## src/rtl/lvlw_pkg.sv

```systemverilog
package lvlw_pkg;

   // Control register offsets; the bit value is the decoded address
   typedef enum logic {
      THR_UPPER = 1'b0,
      THR_LOWER = 1'b1
   } thr_sel_e;

   function automatic bit legal_chan_count(input int n);
      return (n == 1) || (n == 2) || (n == 4) || (n == 8) || (n == 16);
   endfunction

   function automatic int chan_idx_width(input int n);
      return (n > 1) ? $clog2(n) : 1;
   endfunction

endpackage

```

## src/rtl/lvlw_thresh_regs.sv

```systemverilog
module lvlw_thresh_regs
   import lvlw_pkg::*;
#(
   parameter int DEPTH = 16,
   parameter int LVL_W = 5,
   parameter int CSR_W = 32
) (
   input  logic             clk,
   input  logic             rst_n,
   input  logic             wr,
   input  logic             rd,
   input  logic             addr,
   input  logic [CSR_W-1:0] wdata,
   output logic [CSR_W-1:0] rdata,
   output logic             rvalid,
   output logic [LVL_W-1:0] upper_thr,
   output logic [LVL_W-1:0] lower_thr
);

   localparam logic [LVL_W-1:0] UPPER_INIT = LVL_W'(DEPTH - 1);
   localparam logic [LVL_W-1:0] LOWER_INIT = '0;

   logic [LVL_W-1:0] upper_q, lower_q;
   logic             unused_wdata_bits;
   thr_sel_e         sel;

   assign sel               = thr_sel_e'(addr);
   assign unused_wdata_bits = ^wdata;

   always_ff @(posedge clk) begin
      if (!rst_n) begin
         upper_q <= UPPER_INIT;
         lower_q <= LOWER_INIT;
      end else if (wr) begin
         if (sel == THR_UPPER) upper_q <= wdata[LVL_W-1:0];
         else                  lower_q <= wdata[LVL_W-1:0];
      end
   end

   always_ff @(posedge clk) begin
      if (!rst_n) begin
         rvalid <= 1'b0;
         rdata  <= '0;
      end else begin
         rvalid <= rd;
         if (rd) rdata <= (sel == THR_UPPER) ? CSR_W'(upper_q) : CSR_W'(lower_q);
      end
   end

   assign upper_thr = upper_q;
   assign lower_thr = lower_q;


   thr_hold_chk: assert property (@(posedge clk) disable iff (!rst_n)
      !wr |=> ($stable(upper_q) && $stable(lower_q)));


   ctl_rvalid_chk: assert property (@(posedge clk) disable iff (!rst_n)
      rd |=> rvalid);


   ctl_idle_chk: assert property (@(posedge clk) disable iff (!rst_n)
      !rd |=> !rvalid);

endmodule

```

## src/rtl/lvlw_level_port.sv

```systemverilog
module lvlw_level_port
   import lvlw_pkg::*;
#(
   parameter int NUM_CH = 4,
   parameter int LVL_W  = 5,
   parameter int CSR_W  = 32,
   parameter int CH_W   = chan_idx_width(NUM_CH)
) (
   input  logic             clk,
   input  logic             rst_n,
   input  logic [LVL_W-1:0] lvls [NUM_CH],
   input  logic             rd,
   input  logic [CH_W-1:0]  addr,
   output logic [CSR_W-1:0] rdata,
   output logic             rvalid
);

   logic [LVL_W-1:0] picked;

   generate
      if (NUM_CH == 1) begin : g_single
         logic unused_addr;
         assign unused_addr = ^addr;
         assign picked      = lvls[0];
      end else begin : g_multi
         assign picked = lvls[addr];
      end
   endgenerate

   always_ff @(posedge clk) begin
      if (!rst_n) begin
         rvalid <= 1'b0;
         rdata  <= '0;
      end else begin
         rvalid <= rd;
         if (rd) rdata <= CSR_W'(picked);
      end
   end


   lvl_rvalid_chk: assert property (@(posedge clk) disable iff (!rst_n)
      rd |=> rvalid);


   lvl_idle_chk: assert property (@(posedge clk) disable iff (!rst_n)
      !rd |=> !rvalid);

endmodule

```

## src/rtl/lvlw_status_scan.sv

```systemverilog
module lvlw_status_scan
   import lvlw_pkg::*;
#(
   parameter int NUM_CH = 4,
   parameter int LVL_W  = 5,
   parameter int CH_W   = chan_idx_width(NUM_CH)
) (
   input  logic             clk,
   input  logic             rst_n,
   input  logic [LVL_W-1:0] lvls [NUM_CH],
   input  logic [LVL_W-1:0] upper_thr,
   input  logic [LVL_W-1:0] lower_thr,
   output logic             st_valid,
   output logic [CH_W-1:0]  st_channel,
   output logic             st_almost_full,
   output logic             st_almost_empty
);

   localparam logic [CH_W-1:0] LAST_CH = CH_W'(NUM_CH - 1);

   logic [CH_W-1:0]  scan_q;
   logic [LVL_W-1:0] cur_lvl;

   generate
      if (NUM_CH == 1) begin : g_fixed
         assign scan_q  = '0;
         assign cur_lvl = lvls[0];
      end else begin : g_rotate
         logic [CH_W-1:0] cnt_q;
         always_ff @(posedge clk) begin
            if (!rst_n)                 cnt_q <= '0;
            else if (cnt_q == LAST_CH)  cnt_q <= '0;
            else                        cnt_q <= cnt_q + 1'b1;
         end
         assign scan_q  = cnt_q;
         assign cur_lvl = lvls[cnt_q];
      end
   endgenerate

   always_ff @(posedge clk) begin
      if (!rst_n) begin
         st_valid        <= 1'b0;
         st_channel      <= '0;
         st_almost_full  <= 1'b0;
         st_almost_empty <= 1'b0;
      end else begin
         st_valid        <= 1'b1;
         st_channel      <= scan_q;
         st_almost_full  <= (cur_lvl >= upper_thr);
         st_almost_empty <= (cur_lvl <= lower_thr);
      end
   end


   st_valid_hold_chk: assert property (@(posedge clk) disable iff (!rst_n)
      st_valid |=> st_valid);


   st_step_chk: assert property (@(posedge clk) disable iff (!rst_n)
      (st_valid && $past(st_valid)) |->
         (st_channel == (($past(st_channel) == LAST_CH) ? '0 : $past(st_channel) + 1'b1)));


   both_flags_chk: assert property (@(posedge clk) disable iff (!rst_n)
      (st_almost_full && st_almost_empty) |-> ($past(upper_thr) <= $past(lower_thr)));

endmodule

```

## src/rtl/chan_level_watch.sv

```systemverilog
module chan_level_watch
   import lvlw_pkg::*;
#(
   parameter int NUM_CH = 4,
   parameter int DEPTH  = 16,
   parameter int CSR_W  = 32,
   parameter int LVL_W  = $clog2(DEPTH + 1),
   parameter int CH_W   = chan_idx_width(NUM_CH)
) (
   input  logic                    clk,
   input  logic                    rst_n,
   input  logic                    ctl_addr,
   input  logic                    ctl_wr,
   input  logic                    ctl_rd,
   input  logic [CSR_W-1:0]        ctl_wdata,
   output logic [CSR_W-1:0]        ctl_rdata,
   output logic                    ctl_rvalid,
   input  logic [CH_W-1:0]         lvl_addr,
   input  logic                    lvl_rd,
   output logic [CSR_W-1:0]        lvl_rdata,
   output logic                    lvl_rvalid,
   input  logic [NUM_CH*LVL_W-1:0] fill_levels,
   output logic                    st_valid,
   output logic [CH_W-1:0]         st_channel,
   output logic                    st_almost_full,
   output logic                    st_almost_empty
);

   generate
      if (!legal_chan_count(NUM_CH)) begin : g_bad_ch
         $error("chan_level_watch: NUM_CH must be 1, 2, 4, 8 or 16");
      end
      if (DEPTH < 2) begin : g_bad_depth
         $error("chan_level_watch: DEPTH must be at least 2");
      end
      if (CSR_W < LVL_W) begin : g_bad_csr
         $error("chan_level_watch: CSR_W narrower than a fill level");
      end
   endgenerate

   logic [LVL_W-1:0] lvls [NUM_CH];
   logic [LVL_W-1:0] upper_thr, lower_thr;

   generate
      for (genvar k = 0; k < NUM_CH; k++) begin : g_unpack
         assign lvls[k] = fill_levels[k*LVL_W +: LVL_W];
      end
   endgenerate

   lvlw_thresh_regs #(
      .DEPTH (DEPTH),
      .LVL_W (LVL_W),
      .CSR_W (CSR_W)
   ) thr_i (
      .clk       (clk),
      .rst_n     (rst_n),
      .wr        (ctl_wr),
      .rd        (ctl_rd),
      .addr      (ctl_addr),
      .wdata     (ctl_wdata),
      .rdata     (ctl_rdata),
      .rvalid    (ctl_rvalid),
      .upper_thr (upper_thr),
      .lower_thr (lower_thr)
   );

   lvlw_level_port #(
      .NUM_CH (NUM_CH),
      .LVL_W  (LVL_W),
      .CSR_W  (CSR_W),
      .CH_W   (CH_W)
   ) lvl_i (
      .clk    (clk),
      .rst_n  (rst_n),
      .lvls   (lvls),
      .rd     (lvl_rd),
      .addr   (lvl_addr),
      .rdata  (lvl_rdata),
      .rvalid (lvl_rvalid)
   );

   lvlw_status_scan #(
      .NUM_CH (NUM_CH),
      .LVL_W  (LVL_W),
      .CH_W   (CH_W)
   ) scan_i (
      .clk             (clk),
      .rst_n           (rst_n),
      .lvls            (lvls),
      .upper_thr       (upper_thr),
      .lower_thr       (lower_thr),
      .st_valid        (st_valid),
      .st_channel      (st_channel),
      .st_almost_full  (st_almost_full),
      .st_almost_empty (st_almost_empty)
   );


   reset_quiet_chk: assert property (@(posedge clk)
      !rst_n |=> (!st_valid && !ctl_rvalid && !lvl_rvalid));

endmodule

```

## config.mk

```make
export PLATFORM = sky130hd
export DESIGN_NAME = chan_level_watch
export DESIGN_NICKNAME = d
export VERILOG_FILES = /design/src/rtl/lvlw_pkg.sv /design/src/rtl/lvlw_thresh_regs.sv /design/src/rtl/lvlw_level_port.sv /design/src/rtl/lvlw_status_scan.sv /design/src/rtl/chan_level_watch.sv
export SDC_FILE = /design/constraint.sdc
export NUM_CORES = 1
export LEC_CHECK = 0
export ABC_AREA = 0
export BUFFER_PORTS_ARGS = -buffer_cell sky130_fd_sc_hd__buf_4
export CORE_ASPECT_RATIO = 1.1
export CORE_MARGIN = 2
export CORE_UTILIZATION = 41
export DETAILED_ROUTE_END_ITERATION = 8
export GPL_TIMING_DRIVEN = 1
export PLACE_DENSITY_LB_ADDON = 0.08
export SYNTH_ARGS = -nofsm -noshare
export SYNTH_HDL_FRONTEND = slang
export SYNTH_SLANG_ARGS = --single-unit
```

## constraint.sdc

```tcl
create_clock -name clk -period 2.5 [get_ports clk]
set_input_delay 0.25 -clock clk [delete_from_list [all_inputs] [get_ports clk]]
set_output_delay 0.25 -clock clk [all_outputs]
set_load 0.1 [all_outputs]
```

; Word level (Yosys, flattened, before mapping)
; Cells that the tools add are included.
[word_totals]
ff_bits = 56
out_inout_bits = 71
word_cells = 32
[classes]
n_addsub = 1
n_lt_le_gt_ge = 4
eq_ne = 1
muxes = 8
bitwise = 4
n_reduce_logical = 3
[op_table]
columns = operator, n
row1 = two-way mux 5 bit, 5
row2 = binary-select mux 5 bit (select 2 bit), 2
row3 = greater-or-equal comparator 3 bit (second input constant), 2
row4 = NOT 2 -> 3 bit, 2
row5 = greater-or-equal comparator 5 bit, 1
row6 = <= comparator 5 bit, 1
row7 = AND reduction 2 bit, 2
row8 = adder 2 x 1 -> 2 bit (second input constant), 1
row9 = == test 2 bit (second input constant), 1
row10 = NOT 1 bit, 2
row11 = OR reduction 2 bit, 1
row12 = two-way mux 1 bit, 1

; Longest topological paths before layout
[depth]
ltp_word = 5
depth_mapped = 7
mapped_depth_nobuf = 6

; Modules after synthesis
; A second synthesis with hierarchy kept.
[unflattened]
hier_cells = 205
area_unflattened_um2 = 1931.9
[by_module_without_submodules]
columns = mod, n_inst, cells_each, area_each_um2, seq_area_each_um2
row1 = lvlw_thresh_regs, 1, 96, 827.0, 320.3
row2 = lvlw_status_scan, 1, 50, 554.3, 140.1
row3 = lvlw_level_port, 1, 59, 550.5, 120.1

; Worst setup path after synthesis
; No wires, ideal clock.
[synth_timing]
path_type = register to register
startpoint = register scan_i.g_rotate.cnt_q[0]
endpoint = register scan_i.st_almost_full
setup_ns = 0.124
t_arrival_ns = 1.741
required_time_ns = 2.376
slack_ns = 0.635
stages_incl_launch_ff = 8
path_buffers = 1
synth_period_minus_slack_ns = 1.865
path_cell_list = dfxtp_1 buf_2 mux4_2 inv_1 ha_1 nand2b_1 a211oi_1 o22ai_1
[synth_via]
elab_chain_len = 5
[synth_rtl]
columns = item, line_no
row1 = start: declaration, lvlw_status_scan.sv:29  ; logic [CH_W-1:0] cnt_q;
row2 = start signal: assignment, lvlw_status_scan.sv:33  ; else cnt_q <= cnt_q + 1'b1;
row3 = NOT 2 -> 3 bit (not written as such), lvlw_status_scan.sv:36  ; assign cur_lvl = lvls[cnt_q];
row4 = binary-select mux 5 bit (select 2 bit), lvlw_status_scan.sv:36
row5 = two-way mux 5 bit (not written as such) (2 in series), lvlw_status_scan.sv:36
row6 = greater-or-equal comparator 5 bit, lvlw_status_scan.sv:49  ; st_almost_full <= (cur_lvl >= upper_thr);
row7 = end signal: assignment, lvlw_status_scan.sv:49
row8 = end: declaration, lvlw_status_scan.sv:15  ; output logic st_almost_full,
; No other way between the ends. The select of a mux whose other input is x is not followed.
; A chain may end at the register's enable or synchronous reset.

; Final worst setup path
[layout_timing]
startpoint = register scan_i.g_rotate.cnt_q[0]
endpoint = register scan_i.st_almost_empty
[layout_via]
elab_chain_len = 5
[layout_rtl]
columns = item, line_no
row1 = NOT 2 -> 3 bit (not written as such), lvlw_status_scan.sv:36
row2 = binary-select mux 5 bit (select 2 bit), lvlw_status_scan.sv:36
row3 = two-way mux 5 bit (not written as such) (2 in series), lvlw_status_scan.sv:36
row4 = <= comparator 5 bit, lvlw_status_scan.sv:50  ; st_almost_empty <= (cur_lvl <= lower_thr);
row5 = end signal: assignment, lvlw_status_scan.sv:50
row6 = end: declaration, lvlw_status_scan.sv:16  ; output logic st_almost_empty
; No other way between the ends. The select of a mux whose other input is x is not followed.

==> flow_metrics.tcl <==
set metrics [dict create \
    status "finished clean" \
    worst_ep_arrival_time_ns 2.29 \
    r2r_slack_ns 0.41 \
    nFillCells 430 \
    grt_max_degree 20 \
    cp_cell_sequence "mux4_2 > ha_1 > a211oi_1 > o21ai_0 > o22ai_1" \
    drt_iter0_markers 59 \
    finalMaxSlewViolations 0 \
    via_per_inst 4.49 \
    dr.pass1.iters 4 \
    clock_path_buffers 2 \
    cts-root-buf "clkbuf_8" \
    place_ws_ns 0.452 \
    cts_setup_buffers 0 \
    die_w_um 68.6 \
    syn_area_per_cell_um2 9.61 \
    nets 315 \
    hold_path_class "in -> reg" \
    rsz0062_at_grt "false" \
    track_usage 0.148 \
    synth_area_leader_cell "dfxtp_1" \
    yosys-top-cells-count "buf_4 (55), dfxtp_1 (29), nand2_1 (14)" \
    max_freq_mhz 478 \
    dp_hpwl_um 2860 \
    antenna_found_initial 0 \
    die_h_um 75.1 \
    die-area_um2 5150 \
    r2r_cells 5 \
    hold_viol 0 \
    hold_depth 1 \
    routedWlPerCell_um 12.1 \
    path_buf_inv 0 \
    max-slew-margin-rel 0.614 \
    core_area_um2 4350 \
    slowest_delay_ns 0.58 \
    grt.overflow.total 0 \
    fp-row-count 25 \
    slowest_stage "mux4_2" \
    worstPathMaxFanout 6 \
    ys_seq_area_frac 0.308 \
    final_antenna_net_count 0 \
    clock_skew_ns 0.00698 \
    ir_drop_uv 331 \
    ys_seq_elements 29 \
    synthFlopType "dfxtp_1" \
    cts_tree "built" \
    synthCells 196 \
    fin_crit_ns 2.09 \
    vias 1344 \
    clock_sinks 29 \
    layout-drive-gt1-share 0.278 \
    cts_hold_buffers 0 \
    setup_violations 0 \
    hold_path_startpoint "rst_n" \
    async_flop_share 0 \
    synth_most_common_cell "buf_4" \
    worstSkewPairLatency_ns 0.29 \
    maxCapViolations 0 \
    syn2layout_area_growth_pct 15.7 \
    drt_wl_total_um 3600 \
    yosys.area.top_type_share 0.308 \
    worstReg2RegStart "scan_i.g_rotate.cnt_q[0]$_SDFF_PP0_" \
    synth_edf_count 0 \
    hold-path-endpoint "scan_i.st_valid$_DFF_P_" \
    synthTopCellsByArea "dfxtp_1 (31%), buf_4 (22%), mux4_2 (12%), ha_1 (7.3%), mux2i_1 (5.3%)" \
    synth_area_um2 1880 \
    critPathKind "reg -> reg" \
    io_pins 131 \
    cts-buffers-inserted 5 \
    p_leak_uw 0.00106 \
    grt_pass1_vias 1085 \
    path_delay_family "compound AO/OA/AOI/OAI gates" \
    fin_crit_sh 0.836 \
    cp-start-kind "register" \
    grt_pass1_wl_um 5320 \
    antenna_cells 0 \
    yosysWarnings 0 \
    clkTransAtPathRegs_ns 0.07 \
    power_density_nw_per_um2 833 \
    crit_required_ns 2.69 \
    port_buffers 49 \
    cts_resized 0 \
    drcViolationCount 0 \
    crit_path_end_kind "register" \
    setup_ws_ns 0.409 \
    synth_cell_types 28 \
    start_util 0.433 \
    cts.htree.levels 2 \
    tns_ns 0 \
    gp_congestion 0.711 \
    worstReg2RegEnd "scan_i.st_almost_empty$_SDFF_PN0_" \
    tightest_slew_ns 0.578 \
]
worst max-delay path by stage:
| stage | start | endpoint | slack [ns] | cells past startpoint |
|---|---|---|---|---|
| 6_report | scan_i.g_rotate.cnt_q[0]$_SDFF_PP0_ | scan_i.st_almost_empty$_SDFF_PN0_ | 0.41 | 5 |
| 5_1_grt | scan_i.g_rotate.cnt_q[0]$_SDFF_PP0_ | scan_i.st_almost_empty$_SDFF_PN0_ | 0.30 | 5 |
| 4_1_cts | scan_i.g_rotate.cnt_q[0]$_SDFF_PP0_ | scan_i.st_almost_empty$_SDFF_PN0_ | 0.43 | 5 |
| 3_5_place_dp | scan_i.g_rotate.cnt_q[0]$_SDFF_PP0_ | scan_i.st_almost_full$_SDFF_PN0_ | 0.45 | 6 |
| 3_3_place_gp | scan_i.g_rotate.cnt_q[0]$_SDFF_PP0_ | scan_i.st_almost_full$_SDFF_PN0_ | 0.42 | 6 |
| 2_1_floorplan | scan_i.g_rotate.cnt_q[0]$_SDFF_PP0_ | scan_i.st_almost_full$_SDFF_PN0_ | 0.63 | 7 |
worst reg2reg max path, stage by stage, from the launching register on:
cell	delay [ns]
dfxtp_1	0.53
mux4_2	0.59
ha_1	0.31
a211oi_1	0.25
o21ai_0	0.14
o22ai_1	0.20
stage by stage:
stage,instances,util,hold slack [ns],cell area [um^2],total power [uW]
after floorplan,249,-,0.278,2080,1270
after global placement,291,0.473,0.463,2060,1320
after detailed placement,291,0.473,0.465,2060,1320
after CTS,299,0.501,0.174,2180,1840
after global routing,299,0.501,0.176,2180,1900
final,299,0.501,0.183,2180,1810
area by class of cell:
| class | instances | area [um^2] | share of cell area |
|---|---|---|---|
| Multi-Input combinational cell | 148 | 997 | 0.458 |
| Sequential cell | 29 | 581 | 0.267 |
| Timing Repair Buffer | 50 | 375 | 0.172 |
| Clock buffer | 6 | 82.6 | 0.0379 |
| Tap cell | 54 | 67.6 | 0.0310 |
| Clock inverter | 2 | 37.5 | 0.0172 |
| Inverter | 10 | 37.5 | 0.0172 |
cell usage in the layout, fill, tap and decap left out, drive strengths merged:
master,n
a211oi,7
a21oi,7
and2,4
buf,50
bufinv,1
clkbuf,6
clkinv,1
clkinvlp,1
conb,54
dfxtp,29
ha,11
inv,9
mux2i,10
mux4,10
nand2,14
nand2b,2
nand3,6
nand4,1
nor2,10
nor2b,1
nor3,1
nor3b,1
o2111ai,1
o211ai,3
o21ai,2
o21bai,1
o22ai,2
power breakdown:
| group | switching (uW) | total (uW) | internal, uW | leakage (uW) |
|---|---|---|---|---|
| logic | 628 | 782 | 154 | 0.000758 |
| clock network | 186 | 509 | 324 | 0.0000574 |
| registers | 25.0 | 524 | 499 | 0.000240 |
| total | 839 | 1810 | 976 | 0.00106 |
metal layers:
layer / up-vias / share of wire / global-route usage
met2: 67 / 0.50 / 0.207
met4: 0 / 0.024 / 0.0867
met5: - / 0 / 0
li1: 662 / - / -
met1: 608 / 0.39 / 0.204
met3: 7 / 0.084 / 0.0359
state kept, by name (all words and copies together) (netlist names):
register                count
scan_i.st_channel           2
thr_i.upper_thr             5
scan_i.st_almost_empty      1
thr_i.rdata                 5
lvl_i.rvalid                1
thr_i.lower_thr             5
scan_i.st_valid             1
lvl_i.rdata                 5
thr_i.rvalid                1
scan_i.st_almost_full       1
scan_i.g_rotate.cnt_q       2
cell families after synthesis:
group / count (synthesis) / share of synthesized area
compound gates: 23 / 0.0791
fa+ha+maj: 11 / 0.0731
buf+inv: 72 / 0.268
flops: 29 / 0.308
mux: 20 / 0.173
other cells: 1 / 0.00199
simple gates: 40 / 0.0970
Note: power is estimated with default switching activity, not from simulation.
